### config.mk
export PLATFORM = sky130hd
export DESIGN_NAME = bct_unit
export DESIGN_NICKNAME = d
export VERILOG_FILES = /design/src/rtl/bct_pkg.sv /design/src/rtl/bct_flags.sv /design/src/rtl/bct_decode.sv /design/src/rtl/bct_resolve.sv /design/src/rtl/bct_target.sv /design/src/rtl/bct_unit.sv
export SDC_FILE = /design/constraint.sdc
export NUM_CORES = 1
export LEC_CHECK = 0
export BUFFER_PORTS_ARGS = -buffer_cell sky130_fd_sc_hd__buf_2
export CAP_MARGIN = 0
export CORE_AREA = 2 2 61 120
export DETAILED_ROUTE_END_ITERATION = 7
export DIE_AREA = 0 0 63 122
export MAX_ROUTING_LAYER = met4
export PLACE_DENSITY = 0.83
export SYNTH_ARGS = -nofsm -noshare
export SYNTH_HDL_FRONTEND = slang
export SYNTH_SLANG_ARGS = --single-unit
### constraint.sdc
create_clock -name vclk -period 7.4
set_input_delay 0.74 -clock vclk [all_inputs]
set_output_delay 0.74 -clock vclk [all_outputs]
set_load 0.05 [all_outputs]
### src/rtl/bct_pkg.sv
package bct_pkg;

    localparam int DATA_W = 24;
    localparam int IMM_W  = 12;

    typedef enum logic [2:0] {
        KIND_NONE = 3'd0,
        KIND_COND = 3'd1,
        KIND_ZERO = 3'd2,
        KIND_JIMM = 3'd3,
        KIND_JREG = 3'd4,
        KIND_BAD  = 3'd5
    } bct_kind_e;

    typedef struct packed {
        logic zero;
        logic neg;
        logic carry;
        logic ovf;
    } bct_flags_t;

endpackage

### src/rtl/bct_flags.sv
module bct_flags
    import bct_pkg::*;
#(
    parameter int W = DATA_W
) (
    input  logic [W-1:0] lhs_i,
    input  logic [W-1:0] rhs_i,
    output bct_flags_t   flags_o
);
    logic [W:0]   sum;
    logic [W-1:0] res;

    always_comb begin
        sum = {1'b0, lhs_i} + {1'b0, ~rhs_i} + {{W{1'b0}}, 1'b1};
        res = sum[W-1:0];
        flags_o.zero  = (res == '0);
        flags_o.neg   = res[W-1];
        flags_o.carry = sum[W];
        flags_o.ovf   = (lhs_i[W-1] != rhs_i[W-1]) && (res[W-1] != lhs_i[W-1]);
    end
endmodule

### src/rtl/bct_decode.sv
module bct_decode
    import bct_pkg::*;
#(
    parameter int W = DATA_W
) (
    input  logic [W-1:0] insn_i,
    output bct_kind_e    kind_o,
    output logic [2:0]   cond_o
);
    localparam int COND_LO = W - 5;
    localparam int DF_LO   = W - 12;

    logic [1:0] cls;
    logic [2:0] dfield;

    always_comb begin
        cls    = insn_i[W-1:W-2];
        cond_o = insn_i[COND_LO+2:COND_LO];
        dfield = insn_i[DF_LO+2:DF_LO];
        kind_o = KIND_NONE;
        if (cls == 2'b11) begin
            unique case (cond_o)
                3'b110, 3'b111: begin
                    unique case (dfield)
                        3'b000:  kind_o = KIND_ZERO;
                        3'b100:  kind_o = cond_o[0] ? KIND_JREG : KIND_JIMM;
                        default: kind_o = KIND_BAD;
                    endcase
                end
                default: kind_o = KIND_COND;
            endcase
        end
    end
endmodule

### src/rtl/bct_resolve.sv
module bct_resolve
    import bct_pkg::*;
(
    input  bct_kind_e  kind_i,
    input  logic [2:0] cond_i,
    input  bct_flags_t flags_i,
    output logic       taken_o,
    output logic       illegal_o
);
    logic lt_signed;
    logic hit;

    always_comb begin
        lt_signed = flags_i.neg ^ flags_i.ovf;
        unique case (cond_i[2:1])
            2'b00:   hit = flags_i.zero;
            2'b01:   hit = !flags_i.carry;
            default: hit = lt_signed;
        endcase
        // odd condition codes are the inverted sense
        hit = hit ^ cond_i[0];
    end

    always_comb begin
        taken_o   = 1'b0;
        illegal_o = 1'b0;
        unique case (kind_i)
            KIND_NONE: taken_o = 1'b0;
            KIND_COND: taken_o = hit;
            KIND_ZERO: taken_o = hit;
            KIND_JIMM: taken_o = 1'b1;
            KIND_JREG: taken_o = 1'b1;
            KIND_BAD:  illegal_o = 1'b1;
            default:   taken_o = 1'b0;
        endcase
    end
endmodule

### src/rtl/bct_target.sv
module bct_target
    import bct_pkg::*;
#(
    parameter int W  = DATA_W,
    parameter int IW = IMM_W
) (
    input  bct_kind_e     kind_i,
    input  logic [W-1:0]  pc_i,
    input  logic [W-1:0]  opa_i,
    input  logic [W-1:0]  opb_i,
    input  logic [IW-1:0] imm_i,
    output logic [W-1:0]  target_o
);
    logic [W-1:0] imm_sx;
    logic [W-1:0] imm_zx;
    logic [W-1:0] base;
    logic [W-1:0] offs;

    generate
        if (IW < W) begin : g_ext
            assign imm_sx = {{(W-IW){imm_i[IW-1]}}, imm_i};
            assign imm_zx = {{(W-IW){1'b0}}, imm_i};
        end else begin : g_trunc
            assign imm_sx = imm_i[W-1:0];
            assign imm_zx = imm_i[W-1:0];
        end
    endgenerate

    always_comb begin
        unique case (kind_i)
            KIND_JIMM: begin base = opa_i; offs = imm_zx; end
            KIND_JREG: begin base = opa_i; offs = opb_i;  end
            default:   begin base = pc_i;  offs = imm_sx; end
        endcase
        target_o = base + offs;
    end
endmodule

### src/rtl/bct_unit.sv
module bct_unit
    import bct_pkg::*;
#(
    parameter int W  = DATA_W,
    parameter int IW = IMM_W
) (
    input  logic [W-1:0] insn_i,
    input  logic [W-1:0] opa_i,
    input  logic [W-1:0] opd_i,
    input  logic [W-1:0] opb_i,
    input  logic [W-1:0] pc_i,
    output logic         taken_o,
    output logic [W-1:0] target_o,
    output logic         illegal_o
);
    bct_kind_e    kind;
    logic [2:0]   cond;
    logic [W-1:0] rhs;
    bct_flags_t   flags;

    bct_decode #(.W(W)) u_decode (
        .insn_i (insn_i),
        .kind_o (kind),
        .cond_o (cond)
    );

    // compare-with-zero forms substitute zero for operand D
    assign rhs = (kind == KIND_ZERO) ? '0 : opd_i;

    bct_flags #(.W(W)) u_flags (
        .lhs_i   (opa_i),
        .rhs_i   (rhs),
        .flags_o (flags)
    );

    bct_resolve u_resolve (
        .kind_i    (kind),
        .cond_i    (cond),
        .flags_i   (flags),
        .taken_o   (taken_o),
        .illegal_o (illegal_o)
    );

    bct_target #(.W(W), .IW(IW)) u_target (
        .kind_i   (kind),
        .pc_i     (pc_i),
        .opa_i    (opa_i),
        .opb_i    (opb_i),
        .imm_i    (insn_i[IW-1:0]),
        .target_o (target_o)
    );
endmodule

==> impl_metrics.env, run 1 <==
export IMPL_grt_pass1_vias=3853
export IMPL_gp_congestion=0.954
export IMPL_finalSetupViolCount=0
export IMPL_grt_util_met3_pct=1.75
export IMPL_syn_inst=491
export IMPL_drc=0
export IMPL_yosysMostFrequentCell="nand2_1"
export IMPL_n_sequential_cell=0
export IMPL_yosysSeqAreaShare_pct=0
export IMPL_synth_xor_area_share_pct=8.64
export IMPL_period_needed_ns=6.88
export IMPL_worstSetupPathType="input port to output port"
export IMPL_yosys_area_top_type_share_pct=17.6
export IMPL_synthSimpleGateAreaFrac_pct=29.7
export IMPL_grt_use_met1_pct=32.6
export IMPL_core_region_area_mm2=0.00683
export IMPL_final_antenna_net_count=0
export IMPL_max_clock_freq_ghz=0.145
export IMPL_clockPowerShare_pct=0
export IMPL_pwr_share_seq_pct=0
export IMPL_switching_share_pct=63.6
export IMPL_synth_net_count=661
export IMPL_top_level_ports=146
export IMPL_drive_gt1_share_pct=30.3
export IMPL_die_area_mm2=0.00769
export IMPL_synth_top_family_by_area="simple AND/OR/NAND/NOR gates"
export IMPL_grt_busiest_layer="met2"
export IMPL_first_pass_iters=5
export IMPL_wl_per_cell_um=14.9
export IMPL_p_leak_nw=2.18
export IMPL_internal_power_mw=0.163
export IMPL_synth_area_leaders="ha_1 (18%), nand2_1 (10%), mux2_2 (7.1%)"
export IMPL_whs_ns=1.93
export IMPL_crit_buf_inv=3
export IMPL_vias_per_cell=5.71
export IMPL_timing_final_crit_share_pct=93.0
export IMPL_ys_warnings_count=0
export IMPL_ir_worst_vdd_uv=99.2
export IMPL_cap_violations=0
export IMPL_drv_slew=0
export IMPL_crit_path_frequent_cell="a21oi_1"
export IMPL_rows=43
export IMPL_cp_start_kind="input port"
export IMPL_hp_class="input port to output port"
export IMPL_port_buffers=142
export IMPL_final_cells=714
export IMPL_tightest_slew_ns=0.540
export IMPL_cp_required_ns=6.66
export IMPL_synth_cell_types=64
export IMPL_route_vias_total=4079
export IMPL_placed_area_mm2=0.00415
export IMPL_grt_usage_pct=27.4
export IMPL_grt_pass1_wl_um=17100
export IMPL_drtIter0Drc=190
export IMPL_die_x_um=63
export IMPL_dp_cells=714
export IMPL_status="finished clean"
export IMPL_postCtsSetupBuffers=0
export IMPL_dpl_hpwl_um=9110
export IMPL_netlist_area_mm2=0.00334
export IMPL_critPathSlowestCell="fa_1"
export IMPL_finalHoldViolCount=0
export IMPL_crit_path_max_fanout=9
export IMPL_num_nets_final=796
export IMPL_synth_compound_area_share_pct=29.4
export IMPL_gr_total_overflow=0
export IMPL_grt_max_degree=17
export IMPL_initial_core_util_pct=48.9
export IMPL_synth_mux_area_share_pct=8.27
export IMPL_synth_area_leader_cell="ha_1"
export IMPL_p_per_area_mw_per_mm2=108
export IMPL_die_h_um=122
export IMPL_synth_area_per_cell_um2=6.81
export IMPL_p_comb_share_pct=100.0
export IMPL_grt_use_met2_pct=49.6
export IMPL_setup_slack_ns=0.519
export IMPL_register_area_um2=0
export IMPL_setup_worst_path_end_class="output port"
export IMPL_arrival_ns=6.14
export IMPL_nClkBuffers=0
export IMPL_power_switching_mw=0.286
export IMPL_synth_common_cells="nand2_1 (90), ha_1 (47), a21oi_1 (38), xnor2_1 (26)"
export IMPL_antenna_found_initial=0
export IMPL_max_slew_margin_pct=63.9
export IMPL_slowest_delay_ns=0.50
export IMPL_synth_fa_ha_area_share_pct=19.4
export IMPL_fillers=690
export IMPL_drt_total_wl_um=10600
export IMPL_antenna_cells=0
export IMPL_place_ws_ns=0.361
export IMPL_syn_to_final_growth_pct=24.6
export IMPL_critical_path_top_delay_family="compound AO/OA/AOI/OAI gates"
export IMPL_fin_area_mm2=0.00417
==> logic make-up after synthesis <==
family,Yosys count
AOI/OAI and AO/OA,141
xor gates and xnor gates,33
adders and majority gates,50
buffers and inverters,40
muxes,25
and+or+nand+nor,202
==> area by class of cell <==
| class | count | area, µm² | share of cell area [%] |
|---|---|---|---|
| inverter | 24 | 90.1 | 2.16 |
| multi-input combinational | 451 | 3200 | 76.8 |
| tap | 90 | 113 | 2.70 |
| timing repair buffer | 149 | 766 | 18.4 |
==> routing by layer <==
layer | routed length, µm | up-vias
met5 | 0 | -
li1 | - | 2096
met3 | 653 | 18
met4 | 286 | 0
met1 | 4400 | 1799
met2 | 5280 | 166
==> cells in the final DEF (no fill, tap or decap), drive strengths merged, types with 8 or more instances in the layout <==
master,Yosys,final
buf,5,148
nand4,8,8
a21oi,38,38
nand3,13,13
nor2b,9,9
ha,47,47
nor3,15,15
mux2,21,21
o21a,8,8
nand2,90,90
o21ai,20,20
o31ai,9,9
xnor2,26,26
a21o,25,25
inv,24,24
nor2,22,22
==> worst paths after layout <==
kind / from / endpoint / slack [ns] / depth (start not counted)
worst max-delay path: insn_i[21] / taken_o / 0.52 / 29
worst min-delay path: insn_i[12] / illegal_o / 1.93 / 4
==> power by group through the flow <==
stage / Clock, mW / Sequential [mW] / Combinational [mW]
after floorplan: 0 / 0 / 0.335
after global placement: 0 / 0 / 0.440
after detailed placement: 0 / 0 / 0.444
after CTS: 0 / 0 / 0.447
after global routing: 0 / 0 / 0.488
final: 0 / 0 / 0.449
==> metrics by stage <==
| step | utilization, % | TNS, ns | total power, mW |
|---|---|---|---|
| after floorplan | - | 0 | 0.335 |
| after global placement | 60.8 | 0 | 0.440 |
| after detailed placement | 60.8 | 0 | 0.444 |
| after CTS | 60.8 | 0 | 0.447 |
| after global routing | 61.0 | -0.0166 | 0.488 |
| final | 61.0 | 0 | 0.449 |
==> worst min-delay path, stage by stage <==
cell and delay [ns]:
buf_2 0.11, nor2_1 0.08, nor2_1 0.05, buf_2 0.20
==> timing repair <==
| action | 4_1_cts | 5_1_grt |
|---|---|---|
| endpoints found under the setup margin | 0 | 1 |
| resized for setup | 0 | 4 |
| hold buffers | 0 | 0 |
Note: power is estimated with default switching activity, not from simulation.
==> run 2: changes to the inputs <==
CELL_PAD_IN_SITES_DETAIL_PLACEMENT = 1   (was default)
CELL_PAD_IN_SITES_GLOBAL_PLACEMENT = 1   (was default)
CORE_AREA = 2 2 74 146   (was 2 2 61 120)
DIE_AREA = 0 0 76 148   (was 0 0 63 122)
PLACE_DENSITY = default   (was 0.83)
PLACE_DENSITY_LB_ADDON = 0.1   (was default)
==> run 2 against run 1 <==
- hold slack worse by 0.0019 ns
- via count rose by 3.6%
- global-route usage down 3.1 points
- setup slack got worse by 0.087 ns
- final area is 3.5% higher
- critical path depth shrank 1
- flip-flop and latch count stayed put
==> impl_metrics.env, run 2 (synthesis gave the netlist of run 1 again) <==
export IMPL_status="finished clean"
export IMPL_finalHoldViolCount=0
export IMPL_port_buffers=142
export IMPL_layout_commonest_cell="buf_2"
export IMPL_rsz0062_at_grt="false"
export IMPL_die_x_um=76
export IMPL_setup_worst_path_end_class="output port"
export IMPL_dp_cells=770
export IMPL_finalSetupViolCount=0
export IMPL_worstSetupPathType="input port to output port"
export IMPL_drc=0
export IMPL_nClkBuffers=0
export IMPL_gr_total_overflow=0
export IMPL_top_level_ports=146
export IMPL_core_region_area_mm2=0.0101
export IMPL_cp_start_kind="input port"
export IMPL_timing_final_crit_share_pct=94.2
export IMPL_final_cells=771
export IMPL_tns_ns=0
export IMPL_grt_usage_pct=24.3
export IMPL_critPathSlowestCell="fa_1"
export IMPL_arrival_ns=6.23
export IMPL_internal_power_mw=0.170
export IMPL_crit_path_frequent_cell="a21oi_1"
export IMPL_initial_core_util_pct=33.2
export IMPL_clockPowerShare_pct=0
export IMPL_syn_to_final_growth_pct=28.9
export IMPL_grt_pass1_wl_um=22200
export IMPL_drv_slew=0
export IMPL_drt_total_wl_um=13500
export IMPL_period_needed_ns=6.97
export IMPL_max_clock_freq_ghz=0.144
export IMPL_drive_gt1_share_pct=31.5
export IMPL_first_pass_iters=4
export IMPL_crit_path_max_fanout=6
export IMPL_vias_per_cell=5.48
export IMPL_n_sequential_cell=0
export IMPL_register_area_um2=0
export IMPL_tightest_slew_ns=0.734
export IMPL_gp_congestion=0.891
export IMPL_final_cell_mix="buf_2 (141), nand2_1 (90), ha_1 (46), a21oi_1 (38), xnor2_1 (26)"
export IMPL_die_h_um=148
export IMPL_hp_class="input port to output port"
export IMPL_rows=52
export IMPL_switching_share_pct=64.0
export IMPL_num_nets_final=807
export IMPL_antenna_found_initial=1
export IMPL_dpl_hpwl_um=12100
export IMPL_grt_max_degree=18
export IMPL_power_switching_mw=0.303
export IMPL_drtIter0Drc=107
export IMPL_p_per_area_mw_per_mm2=110
export IMPL_p_comb_share_pct=100.0
export IMPL_final_antenna_net_count=0
export IMPL_route_vias_total=4224
export IMPL_power_total_mw=0.474
export IMPL_wl_per_cell_um=17.6
export IMPL_pwr_share_seq_pct=0
export IMPL_cp_required_ns=6.66
export IMPL_fillers=1373
export IMPL_slowest_delay_ns=0.53
export IMPL_die_area_mm2=0.0112
export IMPL_p_leak_nw=2.24
export IMPL_ir_worst_vdd_uv=131
export IMPL_cap_violations=0
export IMPL_grt_pass1_vias=4667
export IMPL_max_slew_margin_pct=50.7
run 2: power by group through the flow:
stage | combinational [mW] | clock [mW] | sequential, mW
after floorplan | 0.335 | 0 | 0
after global placement | 0.464 | 0 | 0
after detailed placement | 0.471 | 0 | 0
after CTS | 0.474 | 0 | 0
after global routing | 0.514 | 0.0000000181 | 0
final | 0.474 | 0.0000000181 | 0
run 2: layout make-up:
class | count | area (µm²) | share of cell area, %
Tap cell | 135 | 169 | 3.92
Timing Repair Buffer | 160 | 848 | 19.7
Multi-Input combinational cell | 451 | 3200 | 74.3
Inverter | 24 | 90.1 | 2.09
Antenna cell | 1 | 2.50 | 0.0580
run 2: layer usage:
layer / share of wire, % / vias to the layer above / global-route usage, %
met5: 0 / - / -
met4: 3.0 / 0 / 5.55
met3: 3.3 / 24 / 0.977
met2: 57 / 118 / 50.1
met1: 37 / 1980 / 24.8
li1: - / 2102 / -
run 2: final timing paths:
path	start	endpoint	slack, ns	depth (start not counted)
setup / recovery	insn_i[20]	taken_o	0.43	28
hold / removal	insn_i[12]	illegal_o	1.92	4
run 2: timing repair:
| item | CTS | global route |
|---|---|---|
| resized for setup | 0 | 5 |
| hold buffers | 0 | 0 |
| setup buffers | 0 | 0 |
| setup endpoints to repair | 0 | 1 |
run 2: through the flow:
stage,utilization (%),hold WS (ns),setup slack (ns),instance area (µm²)
2_1_floorplan,-,1.74,0.539,3340
3_3_place_gp,42.6,1.91,0.264,4290
3_5_place_dp,42.6,1.92,0.115,4290
4_1_cts,42.6,1.92,0.106,4290
5_1_grt,42.8,1.98,0.00476,4310
6_report,42.8,1.92,0.433,4310
run 2: worst max-delay path: cells and delay by family:
family	cells	cell delay, ns
muxes	1	0.13
and+or+nand+nor	10	2.00
buffers and inverters	3	0.58
AOI/OAI and AO/OA	12	2.01
adders and majority gates	2	0.77
